### config.mk
export PLATFORM = sky130hd
export DESIGN_NAME = adc_pair_top
export DESIGN_NICKNAME = d
export VERILOG_FILES = /design/src/rtl/adc_pair_pkg.sv /design/src/rtl/adc_pair_capture.sv /design/src/rtl/adc_pair_rdport.sv /design/src/rtl/adc_pair_top.sv
export SDC_FILE = /design/constraint.sdc
export NUM_CORES = 1
export LEC_CHECK = 0
export BUFFER_PORTS_ARGS = -buffer_cell sky130_fd_sc_hd__buf_2
export CORE_MARGIN = 10
export CORE_UTILIZATION = 40
export CTS_CLUSTER_SIZE = 16
export DETAILED_ROUTE_END_ITERATION = 8
export PLACE_DENSITY_LB_ADDON = 0.25
export REMOVE_ABC_BUFFERS = 1
export SLEW_MARGIN = 30
export SYNTH_ARGS = -nofsm -noshare
export SYNTH_HDL_FRONTEND = slang
export SYNTH_SLANG_ARGS = --single-unit
### constraint.sdc
create_clock -name clk -period 3.1 [get_ports clk]
set_input_delay 0.62 -clock clk [delete_from_list [all_inputs] [get_ports clk]]
set_output_delay 0.62 -clock clk [all_outputs]
set_load 0.02 [all_outputs]
### src/rtl/adc_pair_pkg.sv
package adc_pair_pkg;
  localparam int RES_W = 10;
  localparam int BUS_W = 8;
  localparam int HI_W  = RES_W - BUS_W;

  typedef enum logic {ADDR_HI = 1'b0, ADDR_LO = 1'b1} pair_addr_e;
endpackage

### src/rtl/adc_pair_capture.sv
module adc_pair_capture
  import adc_pair_pkg::*;
#(
  parameter int RW = RES_W,
  parameter int BW = BUS_W
) (
  input  logic          clk,
  input  logic          rst_n,
  input  logic          mode_rj,
  input  logic          cv_valid,
  input  logic [RW-1:0] cv_data,
  input  logic          hi_rd,
  input  logic          lo_rd,
  output logic [RW-BW-1:0] hi_q,
  output logic [BW-1:0] lo_q,
  output logic          lock_q,
  output logic          mode_q,
  output logic          drop_q
);
  localparam int HW = RW - BW;

  logic mode_chg;
  logic drop;
  logic store;
  logic lock_d;

  assign mode_chg = mode_rj ^ mode_q;
  assign drop     = cv_valid & mode_rj & (lock_q | hi_rd);
  assign store    = cv_valid & ~drop;

  always_comb begin
    lock_d = lock_q;
    if (mode_chg || !mode_rj) lock_d = 1'b0;
    else if (lo_rd)           lock_d = 1'b0;
    else if (hi_rd)           lock_d = 1'b1;
  end

  always_ff @(posedge clk or negedge rst_n) begin
    if (!rst_n) begin
      hi_q   <= '0;
      lo_q   <= '0;
      lock_q <= 1'b0;
      mode_q <= 1'b0;
      drop_q <= 1'b0;
    end else begin
      lock_q <= lock_d;
      mode_q <= mode_rj;
      drop_q <= drop;
      if (store) begin
        if (mode_rj) begin
          hi_q <= cv_data[RW-1 -: HW];
          lo_q <= cv_data[BW-1:0];
        end else begin
          hi_q <= '0;
          lo_q <= cv_data[RW-1 -: BW];
        end
      end
    end
  end
endmodule

### src/rtl/adc_pair_rdport.sv
module adc_pair_rdport
  import adc_pair_pkg::*;
#(
  parameter int BW = BUS_W,
  parameter int HW = HI_W
) (
  input  logic          clk,
  input  logic          rst_n,
  input  logic          rd_en,
  input  logic          rd_addr,
  input  logic [HW-1:0] hi_q,
  input  logic [BW-1:0] lo_q,
  output logic [BW-1:0] rd_data
);
  logic [BW-1:0] hi_byte;

  generate
    if (BW > HW) begin : g_pad
      assign hi_byte = {{(BW-HW){1'b0}}, hi_q};
    end else begin : g_nopad
      assign hi_byte = hi_q[BW-1:0];
    end
  endgenerate

  always_ff @(posedge clk or negedge rst_n) begin
    if (!rst_n)     rd_data <= '0;
    else if (rd_en) rd_data <= (rd_addr == ADDR_LO) ? lo_q : hi_byte;
  end
endmodule

### src/rtl/adc_pair_top.sv
module adc_pair_top
  import adc_pair_pkg::*;
#(
  parameter int RW = RES_W,
  parameter int BW = BUS_W
) (
  input  logic          clk,
  input  logic          rst_n,
  input  logic          mode_rj,
  input  logic          cv_valid,
  output logic          cv_ready,
  input  logic [RW-1:0] cv_data,
  input  logic          rd_en,
  input  logic          rd_addr,
  output logic [BW-1:0] rd_data,
  output logic          drop_pulse
);
  localparam int HW = RW - BW;

  logic [HW-1:0] hi_q;
  logic [BW-1:0] lo_q;
  logic          lock_q;
  logic          mode_q;
  logic          hi_rd;
  logic          lo_rd;

  assign cv_ready = 1'b1;
  assign hi_rd    = rd_en & (rd_addr == ADDR_HI);
  assign lo_rd    = rd_en & (rd_addr == ADDR_LO);

  adc_pair_capture #(.RW(RW), .BW(BW)) u_cap (
    .clk(clk), .rst_n(rst_n), .mode_rj(mode_rj),
    .cv_valid(cv_valid), .cv_data(cv_data),
    .hi_rd(hi_rd), .lo_rd(lo_rd),
    .hi_q(hi_q), .lo_q(lo_q), .lock_q(lock_q), .mode_q(mode_q),
    .drop_q(drop_pulse)
  );

  adc_pair_rdport #(.BW(BW), .HW(HW)) u_rd (
    .clk(clk), .rst_n(rst_n), .rd_en(rd_en), .rd_addr(rd_addr),
    .hi_q(hi_q), .lo_q(lo_q), .rd_data(rd_data)
  );
endmodule

# Yosys cells after proc, flatten, opt, wreduce, memory -nomap -nowiden
# Cells that the tools add are included.
# Widths: inputs -> output; s select.
op_classes:
  n_mux: 6
  bitwise_logic: 9
  n_reduce_logical: 3
ops:
  columns: ["operator", "count"]
  rows:
  - ["$mux 8", 2]
  - ["$and 1x1->1", 5]
  - ["$mux 1", 3]
  - ["$reduce_bool 3->1", 1]
  - ["$mux 2", 1]
  - ["$not 1->1", 2]
  - ["$logic_not 1->1", 1]
  - ["$logic_or 1x1->1", 1]
  - ["$or 1x1->1", 1]
  - ["$xor 1x1->1", 1]
word_totals:
  wordCells: 24
  out_inout_bits: 10
  inputBits: 16
  ff_bits: 21

# Depth between registers and ports, before layout
logic_depth:
  word_depth: 6
  depth_mapped: 5
  mapped_depth_nobuf: 3

# Modules after synthesis
# A second synthesis with hierarchy kept.
hier_totals:
  hier_cells: 93
  hier_area_um2: 1023.5
by_module_without_submodules:
  columns: ["mod", "cells_each", "seq_area_each_um2", "area_per_inst_um2", "n_inst"]
  rows:
  - ["adc_pair_capture", 55, 325.3, 633.1, 1]
  - ["adc_pair_rdport", 34, 200.2, 362.8, 1]
  - ["adc_pair_top", 4, 0.0, 27.5, 1]

# Least setup slack after synthesis
# No wires, ideal clock.
synth_path:
  path_type: "input to register"
  from: "input port rd_en"
  to: "register u_cap.lo_q[0]"
  t_required_ns: 2.975
  path_slack_ns: 1.531
  path_buffers: 1
  t_arrival_ns: 1.444
  stages: 4
  setup_time_ns: 0.125
  path_cell_list: "buf_6 -> nor2b_4 -> o22ai_4 -> mux2_2"
synth_via:
  elab_chain_cells: 5
synth_rtl:
  columns: ["item", "line_no", "source"]
  rows:
  - ["start, declared", "adc_pair_top.sv:13", "input logic rd_en,"]
  - ["$and 1x1->1", "adc_pair_top.sv:28", "assign hi_rd = rd_en & (rd_addr == ADDR_HI);"]
  - ["$or 1x1->1", "adc_pair_capture.sv:28", "assign drop = cv_valid & mode_rj & (lock_q | hi_rd);"]
  - ["$and 1x1->1", "adc_pair_capture.sv:28", null]
  - ["$not 1->1", "adc_pair_capture.sv:29", "assign store = cv_valid & ~drop;"]
  - ["$and 1x1->1", "adc_pair_capture.sv:29", null]
  - ["end signal, assigned", "adc_pair_capture.sv:52", "lo_q <= cv_data[BW-1:0];"]
  - ["end signal, assigned", "adc_pair_capture.sv:55", "lo_q <= cv_data[RW-1 -: BW];"]
  - ["end, declared", "adc_pair_capture.sv:15", "output logic [BW-1:0] lo_q,"]
# No other way between the ends.
# A chain may end at the register's enable or synchronous reset.

# Worst setup path in the final report
layout_path:
  from: "register u_rd.rd_data[3]"
  to: "output port rd_data[3]"
layout_lines:
  columns: ["item", "line_no", "source"]
  rows:
  - ["start, declared", "adc_pair_rdport.sv:13", "output logic [BW-1:0] rd_data"]
  - ["start signal, assigned", "adc_pair_rdport.sv:27", "else if (rd_en) rd_data <= (rd_addr == ADDR_LO) ? lo_q : hi_byte;"]
  - ["end, declared", "adc_pair_top.sv:15", "output logic [BW-1:0] rd_data,"]
# No word-level cell between the ends.

==> key figures <==
Run
  – # Max-Cap Violations: 0

Finish
  – Number of diodes: 0
  – Commonest non-fill, non-tap cells in the layout: buf_2 (24), dfrtp_1 (21), mux2_2 (16)
  – Most common cell after layout, fill and taps aside: buf_2
  – Fin nets: 125
  – Layout cells sized above 1: 43.5%
  – Layout area overhead: 12.7%
  – Utilization after layout: 46.5%
  – Fin area: 1140 um^2
  – Number of filler cells placed in the layout: 248

STA
  – Fmax: 670 MHz
  – PnR worst setup slack: 1.61 ns
  – Fin. Hold Viols: 0
  – Tmin final: 1.49 ns
  – Tcrit/Tclk final: 48.1%
  – Setup TNS: 0 ns
  – Pins over their slew limit: 0
  – Clock Skews: 0.00755 ns
  – RSZ-0062 raised after global routing: no
  – Finish-stage setup viols: 0

Logic synthesis
  – Cells after synthesis: 86
  – Ranking of synthesized cells by area: dfrtp_1 (52%), mux2_2 (18%), buf_6 (4.4%)
  – Yosys top cell area share: 51.9%
  – Avg Inst Size Synth: 11.8 um^2
  – Ys Warns: 0
  – Synth area leader: dfrtp_1
  – Netlist cell types: 21
  – Mapped cell area: 1010 um^2
  – Number of synthesized register bits: 21
  – Sequential fraction of the synthesis area: 51.9%

Place
  – Setup WS pre-CTS: 1.31 ns
  – GP Congestion: 0.720
  – Placed cell areas: 1110 um^2
  – PortBufs: 24
  – DP HPWL: 1.46 mm

Die
  – Io pins: 26
  – Die footprint: 4950 um^2
  – Row cnt: 18
  – Die H: 70.3 um
  – Core area: 2450 um^2
  – Initial core utilization: 41.3%
  – Die Wd: 70.3 um

Clock network
  – Clk root buf: clkbuf_4
  – Clk buf depth: 2
  – Total CTS buffers: 3
  – Sink Count: 21
  – Clk_lat worst skew: 0.31 ns
  – Post-CTS Setup Inserts: 0
  – CTS Hold Bufs: 0
  – Cts repair resizes: 0
  – Clk slew on worst S/H paths: 0.12 ns
  – CTS H-Tree Depth: 1
  – CTS tree: built

Global routing
  – Largest net degree at the start of global routing: 22
  – First-pass GRT wire length: 3.31 mm
  – Initial antenna violation count: 0
  – Grt total ovfl: 0
  – Total GRT Usage: 8.10%
  – Vias in the first global route: 769

Setup path
  – CP Cell Sequence: buf_2
  – CP Buf/Inv Count: 1
  – Critical path launch point type: flop
  – CP Launch Point: u_rd.rd_data[3]$_DFFE_PN0P_
  – Setup Crit Path Kind: reg2out
  – Worst path top cell family by delay: flip-flops
  – Worst reg-to-reg setup slack: 1.76 ns
  – WP data required: 2.48 ns
  – Crit path DAT: 0.87 ns
  – Endpoint class of the critical path: output port
  – Max stage delay on crit path: 0.40 ns
  – R2R cell count: 3
  – Crit-path slowest cell: dfrtp_1
  – CP max FO: 2
  – R2R Path End: u_cap.lo_q[0]$_DFFE_PN0P_
  – R2R Path Start: u_cap.lock_q$_DFFE_PN0P_

Worst hold path
  – Worst Hold Class: in2async

Pwr
  – Max IR drop VDD: 0.249 mV
  – PD cells: 506 nW/um^2
  – P_leak: 0.550 nW

Detailed routing
  – Vias per inst: 5.11
  – Drt pass-1 iters: 4
  – Avg WL per Cell: 13.7 um
  – DRT antenna net count: 0
  – Via Count: 705
  – Initial DRC count: 17
  – Detailed Route WL: 1.90 mm
  – DRC violations left: 0

Run status
  – Status: complete, no violations
[sequential cells by signal (all words and copies together) (netlist names)]
register / count
u_cap.lo_q: 8
u_cap.mode_q: 1
u_cap.drop_q: 1
u_cap.lock_q: 1
u_cap.hi_q: 2
u_rd.rd_data: 8
[routing by layer]
| layer | vias to the layer above | part of all wire (%) | track usage [%] |
|---|---|---|---|
| li1 | 341 | - | - |
| met1 | 342 | 42 | 8.48 |
| met2 | 17 | 48 | 13.4 |
| met3 | 5 | 7.0 | 2.82 |
| met4 | 0 | 2.7 | 5.26 |
| met5 | - | 0 | 0 |
[power by group]
part / internal [mW] / total (mW) / switching (mW)
sequential: 0.307 / 0.324 / 0.0168
combinational: 0.0548 / 0.118 / 0.0635
clock: 0.0483 / 0.135 / 0.0868
total: 0.411 / 0.578 / 0.167
[Yosys cell counts, drive strengths merged]
cell type and number:
o21ai 6, dfrtp 21, mux2 16, nor2b 3, nand2 1, or2 1, mux2i 2, conb 1
nand2b 1, o22ai 1, nand3 8, a311o 2, nor3 2, clkbuf 1, buf 5, a21oi 3
and3 1, nor2 3, inv 8
[cell families (layout without fill, tap and decap cells)]
logic type / Yosys count / count (layout) / synth area share, %
flip-flops: 21 / 21 / 51.9
AO/OA/AOI/OAI: 12 / 12 / 8.39
AND/OR/NAND/NOR: 20 / 20 / 11.1
buffers and inverters: 14 / 36 / 8.52
multiplexers: 18 / 18 / 19.8
other: 1 / 1 / 0.370
[cell type report]
class	instances	area (um^2)	area share [%]
well taps	30	37.5	3.29
inverters	8	30.0	2.63
clock buffers	3	22.5	1.97
repair buffers	24	120	10.5
multi-input cells	51	402	35.2
flip-flops and latches	21	526	46.0
clock inverters	1	5.00	0.438
[metrics by stage]
step                power [mW]  hold WS (ns)  std cells
floorplan                0.401         0.324         80
global placement         0.449         0.474        134
detailed placement       0.452         0.483        134
CTS                      0.585         0.248        138
global route             0.610         0.272        138
finish                   0.578         0.231        138
[worst max path at each step]
stage,to,cells past startpoint
after CTS,rd_data[3],1
after global placement,u_cap.lo_q[5]$_DFFE_PN0P_,4
final,rd_data[3],1
after global routing,rd_data[3],1
after detailed placement,u_cap.lo_q[3]$_DFFE_PN0P_,4
after floorplan,u_cap.lo_q[0]$_DFFE_PN0P_,3
Note: power is estimated with default switching activity, not from simulation.
